$ cat config.mk
export PLATFORM = sky130hd
export DESIGN_NAME = scanline_irq_counter
export DESIGN_NICKNAME = d
export VERILOG_FILES = /design/src/rtl/scnirq_pkg.sv /design/src/rtl/scnirq_decode.sv /design/src/rtl/scnirq_count.sv /design/src/rtl/scnirq_req.sv /design/src/rtl/scanline_irq_counter.sv
export SDC_FILE = /design/constraint.sdc
export NUM_CORES = 1
export LEC_CHECK = 0
export ABC_AREA = 1
export BUFFER_PORTS_ARGS = -buffer_cell sky130_fd_sc_hd__buf_2
export CAP_MARGIN = 15
export CORE_UTILIZATION = 53
export CTS_CLUSTER_SIZE = 40
export DETAILED_ROUTE_END_ITERATION = 7
export PLACE_DENSITY = 0.91
export SYNTH_ARGS = -nofsm -noshare
export SYNTH_HDL_FRONTEND = slang
export SYNTH_SLANG_ARGS = --single-unit
$ cat constraint.sdc
create_clock -name clk -period 2.3 [get_ports clk]
set_input_delay 0.345 -clock clk [delete_from_list [all_inputs] [get_ports clk]]
set_output_delay 0.345 -clock clk [all_outputs]
set_load 0.01 [all_outputs]
$ cat src/rtl/scnirq_pkg.sv
package scnirq_pkg;

   typedef enum logic [2:0] {
      SEL_NONE,
      SEL_COUNT,
      SEL_RELOAD,
      SEL_OFF,
      SEL_ON
   } reg_sel_e;

   typedef struct packed {
      logic ld_count;
      logic ld_reload;
      logic irq_off;
      logic irq_on;
   } wr_cmd_t;

endpackage

$ cat src/rtl/scnirq_decode.sv
module scnirq_decode
   import scnirq_pkg::*;
#(
   parameter int          ADDR_W      = 16,
   parameter logic [7:0]  PAGE_COUNT  = 8'hC0,
   parameter logic [7:0]  PAGE_ENABLE = 8'hE0,
   parameter logic [7:0]  MIRROR_MASK = 8'h08
) (
   input  logic              wr_en,
   input  logic [ADDR_W-1:0] wr_addr,
   output wr_cmd_t           cmd,
   output logic              any_hit
);
   localparam int TOP_LSB = ADDR_W - 8;

   logic [7:0] page;
   logic       odd;
   logic       addr_unused;
   reg_sel_e   sel;

   assign page        = wr_addr[ADDR_W-1:TOP_LSB] & ~MIRROR_MASK;
   assign odd         = wr_addr[0];
   assign addr_unused = ^wr_addr[TOP_LSB-1:1];

   always_comb begin
      sel = SEL_NONE;
      if (wr_en) begin
         if (page == (PAGE_COUNT & ~MIRROR_MASK))
            sel = odd ? SEL_RELOAD : SEL_COUNT;
         else if (page == (PAGE_ENABLE & ~MIRROR_MASK))
            sel = odd ? SEL_ON : SEL_OFF;
      end
   end

   always_comb begin
      cmd           = '0;
      cmd.ld_count  = (sel == SEL_COUNT);
      cmd.ld_reload = (sel == SEL_RELOAD);
      cmd.irq_off   = (sel == SEL_OFF);
      cmd.irq_on    = (sel == SEL_ON);
   end

   assign any_hit = (sel != SEL_NONE);

endmodule

$ cat src/rtl/scnirq_count.sv
module scnirq_count #(
   parameter int CNT_W            = 8,
   parameter bit EXTRA_FIRST_LINE = 1'b1
) (
   input  logic             clk,
   input  logic             rst_n,
   input  logic             ld_count,
   input  logic             ld_reload,
   input  logic [CNT_W-1:0] ld_val,
   input  logic             tick,
   input  logic             first_line,
   output logic [CNT_W-1:0] cnt_q,
   output logic [CNT_W-1:0] reload_q,
   output logic             fire
);
   localparam logic [CNT_W-1:0] ONE = CNT_W'(1);

   logic [CNT_W-1:0] adj;
   logic [CNT_W-1:0] cnt_d;

   generate
      if (EXTRA_FIRST_LINE) begin : g_extra
         assign adj = (first_line && (cnt_q != '0)) ? cnt_q - ONE : cnt_q;
      end else begin : g_plain
         logic first_unused;
         assign first_unused = first_line;
         assign adj          = cnt_q;
      end
   endgenerate

   assign fire = tick && (adj == '0);

   always_comb begin
      cnt_d = cnt_q;
      if (ld_count)
         cnt_d = ld_val;
      else if (tick)
         cnt_d = (adj == '0) ? reload_q : adj - ONE;
   end

   always_ff @(posedge clk) begin
      if (!rst_n) begin
         cnt_q    <= '0;
         reload_q <= '0;
      end else begin
         cnt_q <= cnt_d;
         if (ld_reload)
            reload_q <= ld_val;
      end
   end

endmodule

$ cat src/rtl/scnirq_req.sv
module scnirq_req (
   input  logic clk,
   input  logic rst_n,
   input  logic set,
   input  logic clr,
   input  logic en_on,
   input  logic en_off,
   output logic req_q,
   output logic en_q
);
   always_ff @(posedge clk) begin
      if (!rst_n) begin
         req_q <= 1'b0;
         en_q  <= 1'b0;
      end else begin
         if (clr)
            req_q <= 1'b0;
         else if (set)
            req_q <= 1'b1;
         if (en_off)
            en_q <= 1'b0;
         else if (en_on)
            en_q <= 1'b1;
      end
   end
endmodule

$ cat src/rtl/scanline_irq_counter.sv
module scanline_irq_counter
   import scnirq_pkg::*;
#(
   parameter int  ADDR_W           = 16,
   parameter int  DATA_W           = 8,
   parameter int  CNT_W            = 8,
   parameter int  LINE_W           = 8,
   parameter int  LAST_LINE        = 239,
   parameter bit  EXTRA_FIRST_LINE = 1'b1,
   parameter bit  IRQ_ACTIVE_HIGH  = 1'b1
) (
   input  logic              clk,
   input  logic              rst_n,
   input  logic              wr_en,
   input  logic [ADDR_W-1:0] wr_addr,
   input  logic [DATA_W-1:0] wr_data,
   input  logic              line_strobe,
   input  logic [LINE_W-1:0] line_num,
   input  logic              render_en,
   output logic              irq
);
   localparam logic [LINE_W-1:0] LAST_L = LINE_W'(LAST_LINE);

   generate
      if (ADDR_W < 9) begin : g_bad_addr
         $error("ADDR_W must be at least 9");
      end
      if (DATA_W < CNT_W) begin : g_bad_data
         $error("DATA_W must cover CNT_W");
      end
      if (LAST_LINE >= (1 << LINE_W)) begin : g_bad_line
         $error("LAST_LINE does not fit LINE_W");
      end
   endgenerate

   wr_cmd_t          cmd;
   logic             any_hit;
   logic             tick;
   logic             fire;
   logic             req_q;
   logic             en_q;
   logic [CNT_W-1:0] cnt_q;
   logic [CNT_W-1:0] reload_q;
   logic [DATA_W-1:0] data_unused;

   assign data_unused = wr_data;

   scnirq_decode #(.ADDR_W(ADDR_W)) u_dec (
      .wr_en   (wr_en),
      .wr_addr (wr_addr),
      .cmd     (cmd),
      .any_hit (any_hit)
   );

   assign tick = line_strobe && !any_hit && render_en &&
                 (line_num <= LAST_L) && en_q && !req_q;

   scnirq_count #(.CNT_W(CNT_W), .EXTRA_FIRST_LINE(EXTRA_FIRST_LINE)) u_cnt (
      .clk        (clk),
      .rst_n      (rst_n),
      .ld_count   (cmd.ld_count),
      .ld_reload  (cmd.ld_reload),
      .ld_val     (wr_data[CNT_W-1:0]),
      .tick       (tick),
      .first_line (line_num == '0),
      .cnt_q      (cnt_q),
      .reload_q   (reload_q),
      .fire       (fire)
   );

   scnirq_req u_req (
      .clk    (clk),
      .rst_n  (rst_n),
      .set    (fire),
      .clr    (any_hit),
      .en_on  (cmd.irq_on),
      .en_off (cmd.irq_off),
      .req_q  (req_q),
      .en_q   (en_q)
   );

   generate
      if (IRQ_ACTIVE_HIGH) begin : g_pos
         assign irq = req_q;
      end else begin : g_neg
         assign irq = ~req_q;
      end
   endgenerate

endmodule

# --- After elaboration in Yosys (flattened, before gate mapping) ---
# Index checks and enable logic that the tools add are counted.
classes:
  addsub: 2
  order_cmp: 1
  eq_ne: 6
  n_mux: 9
  bitwise: 1
  n_reduce_logical: 16
op_table:
  columns: ["cell", "n"]
  rows:
  - ["$mux 8", 4]
  - ["$logic_not 8->1", 2]
  - ["$sub 8x1->8 const B", 2]
  - ["$eq 7x7->1 const B", 2]
  - ["$mux 3", 4]
  - ["$le 8x8->1 const B", 1]
  - ["$reduce_bool 8->1", 1]
  - ["$logic_and 1x1->1", 7]
  - ["$eq 3x2->1 const B", 2]
  - ["$reduce_or 2->1", 2]
  - ["$eq 3x1->1 const B", 1]
  - ["$eq 3x3->1 const B", 1]
  - ["$reduce_bool 3->1", 1]
  - ["$logic_not 1->1", 2]
  - ["$mux 2", 1]
  - ["$reduce_bool 2->1", 1]
  - ["$not 1->1", 1]
word_totals:
  reg_bits: 18
  in_bits: 37
  out_inout_bits: 1
  elab_cells: 39

# --- Logic depth before layout (Yosys ltp) ---
depth:
  word_depth: 13
  mapped_depth: 17
  mapped_depth_nobuf: 17

# --- By module ---
# From an unflattened synthesis, not the netlist that was laid out.
hier_totals:
  hier_cells: 245
  hier_area_um2: 1508.9
by_module_without_submodules:
  columns: ["mod", "instances", "cells_each", "area_each_um2", "seq_area_each_um2"]
  rows:
  - ["scnirq_count", 1, 198, 1280.0, 320.3]
  - ["scnirq_decode", 1, 21, 92.6, 0.0]
  - ["scnirq_req", 1, 10, 70.1, 40.0]
  - ["scanline_irq_counter", 1, 16, 66.3, 0.0]

# --- Worst setup path before layout ---
# Ideal clock, no wire load.
synth_timing:
  kind: "register to register"
  start: "register u_cnt.cnt_q[0]"
  end: "register u_req.req_q"
  setup_ns: 0.080
  arrival_time_ns: 2.036
  required_ns: 2.220
  setup_slack_ns: 0.184
  path_stages_with_launch: 17
  n_path_buf: 0
  synth_period_minus_slack_ns: 2.116
  cell_sequence: "dfxtp_1 inv_1 ha_1 nand3_1 inv_1 nand2_4 nand2_4 nand2_1 nand2_1 inv_1 ha_1 inv_1 nor2_2 nand3_2 nor2_4 nand2_2 a211oi_2"
synth_via:
  elab_chain_len: 5
  word_cells_on_any_way: 6
  classes_between: "add/sub (1); mux (1); reduce/logical (4)"
synth_lines:
  columns: ["item", "line_no", "rtl"]
  rows:
  - ["start, declared", "scnirq_count.sv:12", "output logic [CNT_W-1:0] cnt_q,"]
  - ["start signal, assigned", "scnirq_count.sv:46", "cnt_q <= cnt_d;"]
  - ["parallel branches: the longest is 2 deep, another holds $sub 8x1->8", null, null]
  - ["$mux 8 (*)", "scnirq_count.sv:23", "assign adj = (first_line && (cnt_q != '0)) ? cnt_q - ONE : cnt_q;"]
  - ["$logic_not 8->1 (*)", "scnirq_count.sv:31", "assign fire = tick && (adj == '0);"]
  - ["$logic_and 1x1->1 (*)", "scnirq_count.sv:31", null]
  - ["end signal, assigned", "scnirq_req.sv:13", "req_q <= 1'b0;"]
  - ["end signal, assigned", "scnirq_req.sv:17", "req_q <= 1'b0;"]
  - ["end signal, assigned", "scnirq_req.sv:19", "req_q <= 1'b1;"]
  - ["end, declared", "scnirq_req.sv:8", "output logic req_q,"]
# Mark *: on every way between the ends.
# A chain may end at the register's enable or synchronous reset.

# --- Worst setup path after layout ---
layout_timing:
  start: "register u_cnt.cnt_q[1]"
  end: "register u_cnt.cnt_q[7]"
layout_via:
  elab_chain_len: 7
  word_cells_on_any_way: 9
  classes_between: "add/sub (2); mux (4); reduce/logical (3)"
layout_lines:
  columns: ["item", "line_no", "rtl"]
  rows:
  - ["parallel branches: the longest is 2 deep, another holds $sub 8x1->8", null, null]
  - ["$mux 8 (*)", "scnirq_count.sv:23", null]
  - ["$sub 8x1->8 or $logic_not 8->1 (tied branches)", "scnirq_count.sv:38", "cnt_d = (adj == '0) ? reload_q : adj - ONE;"]
  - ["$mux 8 (*)", "scnirq_count.sv:38", null]
  - ["$mux 8 (*)", "scnirq_count.sv:37", "else if (tick)"]
  - ["$mux 8 (*)", "scnirq_count.sv:35", "if (ld_count)"]
# Mark *: on every way between the ends. The select of a mux whose other input is x is not followed.

==> flow_summary.json <==
{
  "fin_nets": 332,
  "h-tree-depth": 1,
  "core_area_mm2": 0.00273,
  "grt.busiest_layer": "met2",
  "antenna-diode-count": 0,
  "syn-cell-area_mm2": 0.00153,
  "multi_input_area_mm2": 0.00102,
  "cp-end-kind": "flip-flop",
  "grtUsageMet3": 0.0256,
  "drv_cap": 0,
  "worstSkewPairLatency_ps": 300,
  "fp.dieArea_mm2": 0.00310,
  "wl_per_cell_um": 12.1,
  "rows": 19,
  "clock_path_buffers": 2,
  "r2r_slack_ps": 160,
  "dieHeight_um": 55.7,
  "synthArstFlopShare": 0,
  "drtPass1Iterations": 4,
  "grt_pass1_vias": 1593,
  "setup_violations": 0,
  "irDropWorstVdd_v": 0.000393,
  "hold_violations": 0,
  "grt_use_met2": 0.475,
  "grt_start_max_net_pins": 14,
  "relSlewSlack": 0.637,
  "status": "finished, final reports clean",
  "ys.flop_type": "dfxtp_1",
  "antenna_found_initial": 0,
  "drtIter0Drc": 59,
  "layout-drive-gt1-share": 0.259,
  "area_growth_pct": 20.1,
  "post-dp-hpwl_mm": 3.13,
  "tightest_slew_ps": 541,
  "initial_core_util": 0.558,
  "worstRegToRegCells": 17,
  "whs_path_depth": 3,
  "grtUsageTotal": 0.260,
  "synth_seq_cells": 18,
  "grt-ovfl-total": 0,
  "grt_pass1_wl_mm": 6.47,
  "ys_seq_area_frac": 0.236,
  "routabilityCongestion": 0.940,
  "hp-class": "primary input to flip-flop",
  "routed_wl_mm": 3.89,
  "required_ps": 2490,
  "cts_sinks": 18,
  "grt_util_met1": 0.314,
  "r2r-end": "u_cnt.cnt_q[7]$_SDFFE_PN0P_",
  "path_class": "flip-flop to flip-flop",
  "crit_start": "u_cnt.cnt_q[1]$_SDFFE_PN0P_",
  "fin_crit_sh": 0.932,
  "startpoint_type": "flip-flop",
  "slew_viol_final": 0,
  "portBuffers": 29,
  "powerDensity_mw_per_mm2": 310,
  "fin_tns_setup_ps": 0,
  "ios": 38,
  "r2r_start": "u_cnt.cnt_q[1]$_SDFFE_PN0P_",
  "cts_buffers": 3,
  "viasPerCell": 5.36,
  "drc": 0,
  "p_total_mw": 0.568,
  "cts_root_buf": "clkbuf_4",
  "cts_tree": "built",
  "routed-via-count": 1722,
  "fp.dieW_um": 55.7,
  "yosysWarningCount": 0,
  "ys_types": 23,
  "synth-edff-count": 0,
  "seqCellArea_um2": 363,
  "finalClockSkew_ps": 5.46,
  "fmax_mhz": 466,
  "ant_nets": 0,
  "worstPathArrival_ps": 2330,
  "syn_avg_cell_area_um2": 6.11,
  "fillCellCount": 246,
  "synthesis.nets": 291,
  "crit_fanout": 6,
  "crit_path_end": "u_cnt.cnt_q[7]$_SDFFE_PN0P_",
  "leakagePower_nw": 0.966,
  "netlist_instances": 250,
  "clk_pin_slew_ps": 110,
  "period_minus_slack_ps": 2140
}
report_power, final:
part	switching [mW]	internal, mW	leakage, nW
registers	0.000375	0.312	0.146
clock network	0.104	0.0965	0.0210
logic	0.0293	0.0249	0.799
worst min-delay path by stage:
stage	from	endpoint	slack, ps
final	wr_data[4]	u_cnt.reload_q[4]$_SDFFE_PN0N_	290
after global routing	wr_data[4]	u_cnt.reload_q[4]$_SDFFE_PN0N_	300
after CTS	wr_data[4]	u_cnt.reload_q[4]$_SDFFE_PN0N_	290
after detailed placement	u_cnt.reload_q[0]$_SDFFE_PN0N_	u_cnt.reload_q[0]$_SDFFE_PN0N_	450
after global placement	u_cnt.reload_q[0]$_SDFFE_PN0N_	u_cnt.reload_q[0]$_SDFFE_PN0N_	440
after floorplan	u_cnt.reload_q[2]$_SDFFE_PN0N_	u_cnt.reload_q[2]$_SDFFE_PN0N_	420
worst max-delay path: stages (launching register included):
cell and delay, ps:
dfxtp_2 380, inv_1 70, ha_1 190, nand3_2 90
inv_1 70, nand2_4 90, nand2_4 60, nand2_1 60
nand2_1 80, inv_2 80, ha_1 150, inv_1 70
nor2_4 120, nand3_2 110, nor2_4 200, nand2_1 80
nand3_1 90, a21oi_1 60
layout make-up:
class / count / area share
clock buffers: 4 / 0.0198
inverters: 43 / 0.0881
multi-input cells: 187 / 0.557
flip-flops and latches: 18 / 0.198
well taps: 31 / 0.0212
repair buffers: 38 / 0.116
sequential cells by signal (all words and copies together), names as in the netlist:
signal,count
u_req.req_q,1
u_req.en_q,1
u_cnt.reload_q,8
u_cnt.cnt_q,8
Yosys cell counts (2+ instances only):
library cell	number	area, µm²
nand2_1	57	214
inv_1	40	150
nand3_1	33	165
nor2_1	24	90.1
dfxtp_1	18	360
o21ai_0	18	90.1
a21oi_1	17	85.1
nand2_2	6	37.5
nand2_4	5	56.3
nor2_4	5	56.3
ha_1	4	50.1
nand4_1	4	25.0
nor2_2	3	18.8
nor3_1	3	15.0
clkbuf_1	2	7.51
inv_2	2	7.51
o22ai_1	2	12.5
xor2_1	2	17.5
logic make-up after synthesis:
logic type,Yosys count,share of synthesized area
flip-flops,18,0.236
adder cells (fa/ha/maj),4,0.0328
XOR/XNOR,2,0.0115
AO/OA/AOI/OAI,38,0.131
AND/OR/NAND/NOR,143,0.478
buffers and inverters,45,0.111
cells in the final DEF (no fill, tap or decap), types with 2 or more instances in the layout:
| cell | instances |
|---|---|
| a21oi_1 | 16 |
| dfxtp_2 | 2 |
| buf_4 | 9 |
| nor2_2 | 2 |
| o21ai_0 | 18 |
| xor2_1 | 2 |
| nand3_1 | 31 |
| inv_2 | 4 |
| o22ai_1 | 2 |
| clkbuf_4 | 3 |
| nand2_2 | 6 |
| nor2_1 | 24 |
| nor3_1 | 2 |
| dfxtp_1 | 16 |
| nor2_4 | 6 |
| inv_1 | 38 |
| buf_2 | 29 |
| nand2_4 | 5 |
| nand4_1 | 4 |
| ha_1 | 4 |
| nand3_2 | 3 |
| nand2_1 | 57 |
through the flow:
stage,worst slack (ps),hold slack (ps),util,cell area [µm²],std cells
floorplan,184,425,-,1530,250
global placement,104,438,0.645,1760,316
detailed placement,33.7,446,0.645,1760,316
CTS,0.261,294,0.658,1800,320
global route,-23.9,301,0.670,1830,321
finish,155,290,0.670,1830,321
layer usage:
layer	part of all wire	vias up
li1	-	880
met1	0.43	777
met2	0.50	57
met3	0.048	8
met4	0.016	0
met5	0	-
what timing repair did:
item | CTS | global route
setup buffers | 0 | 1
setup endpoints to repair | 0 | 9
hold buffers | 0 | 0
gates resized for setup | 0 | 9
(Power assumes the default switching activity.)
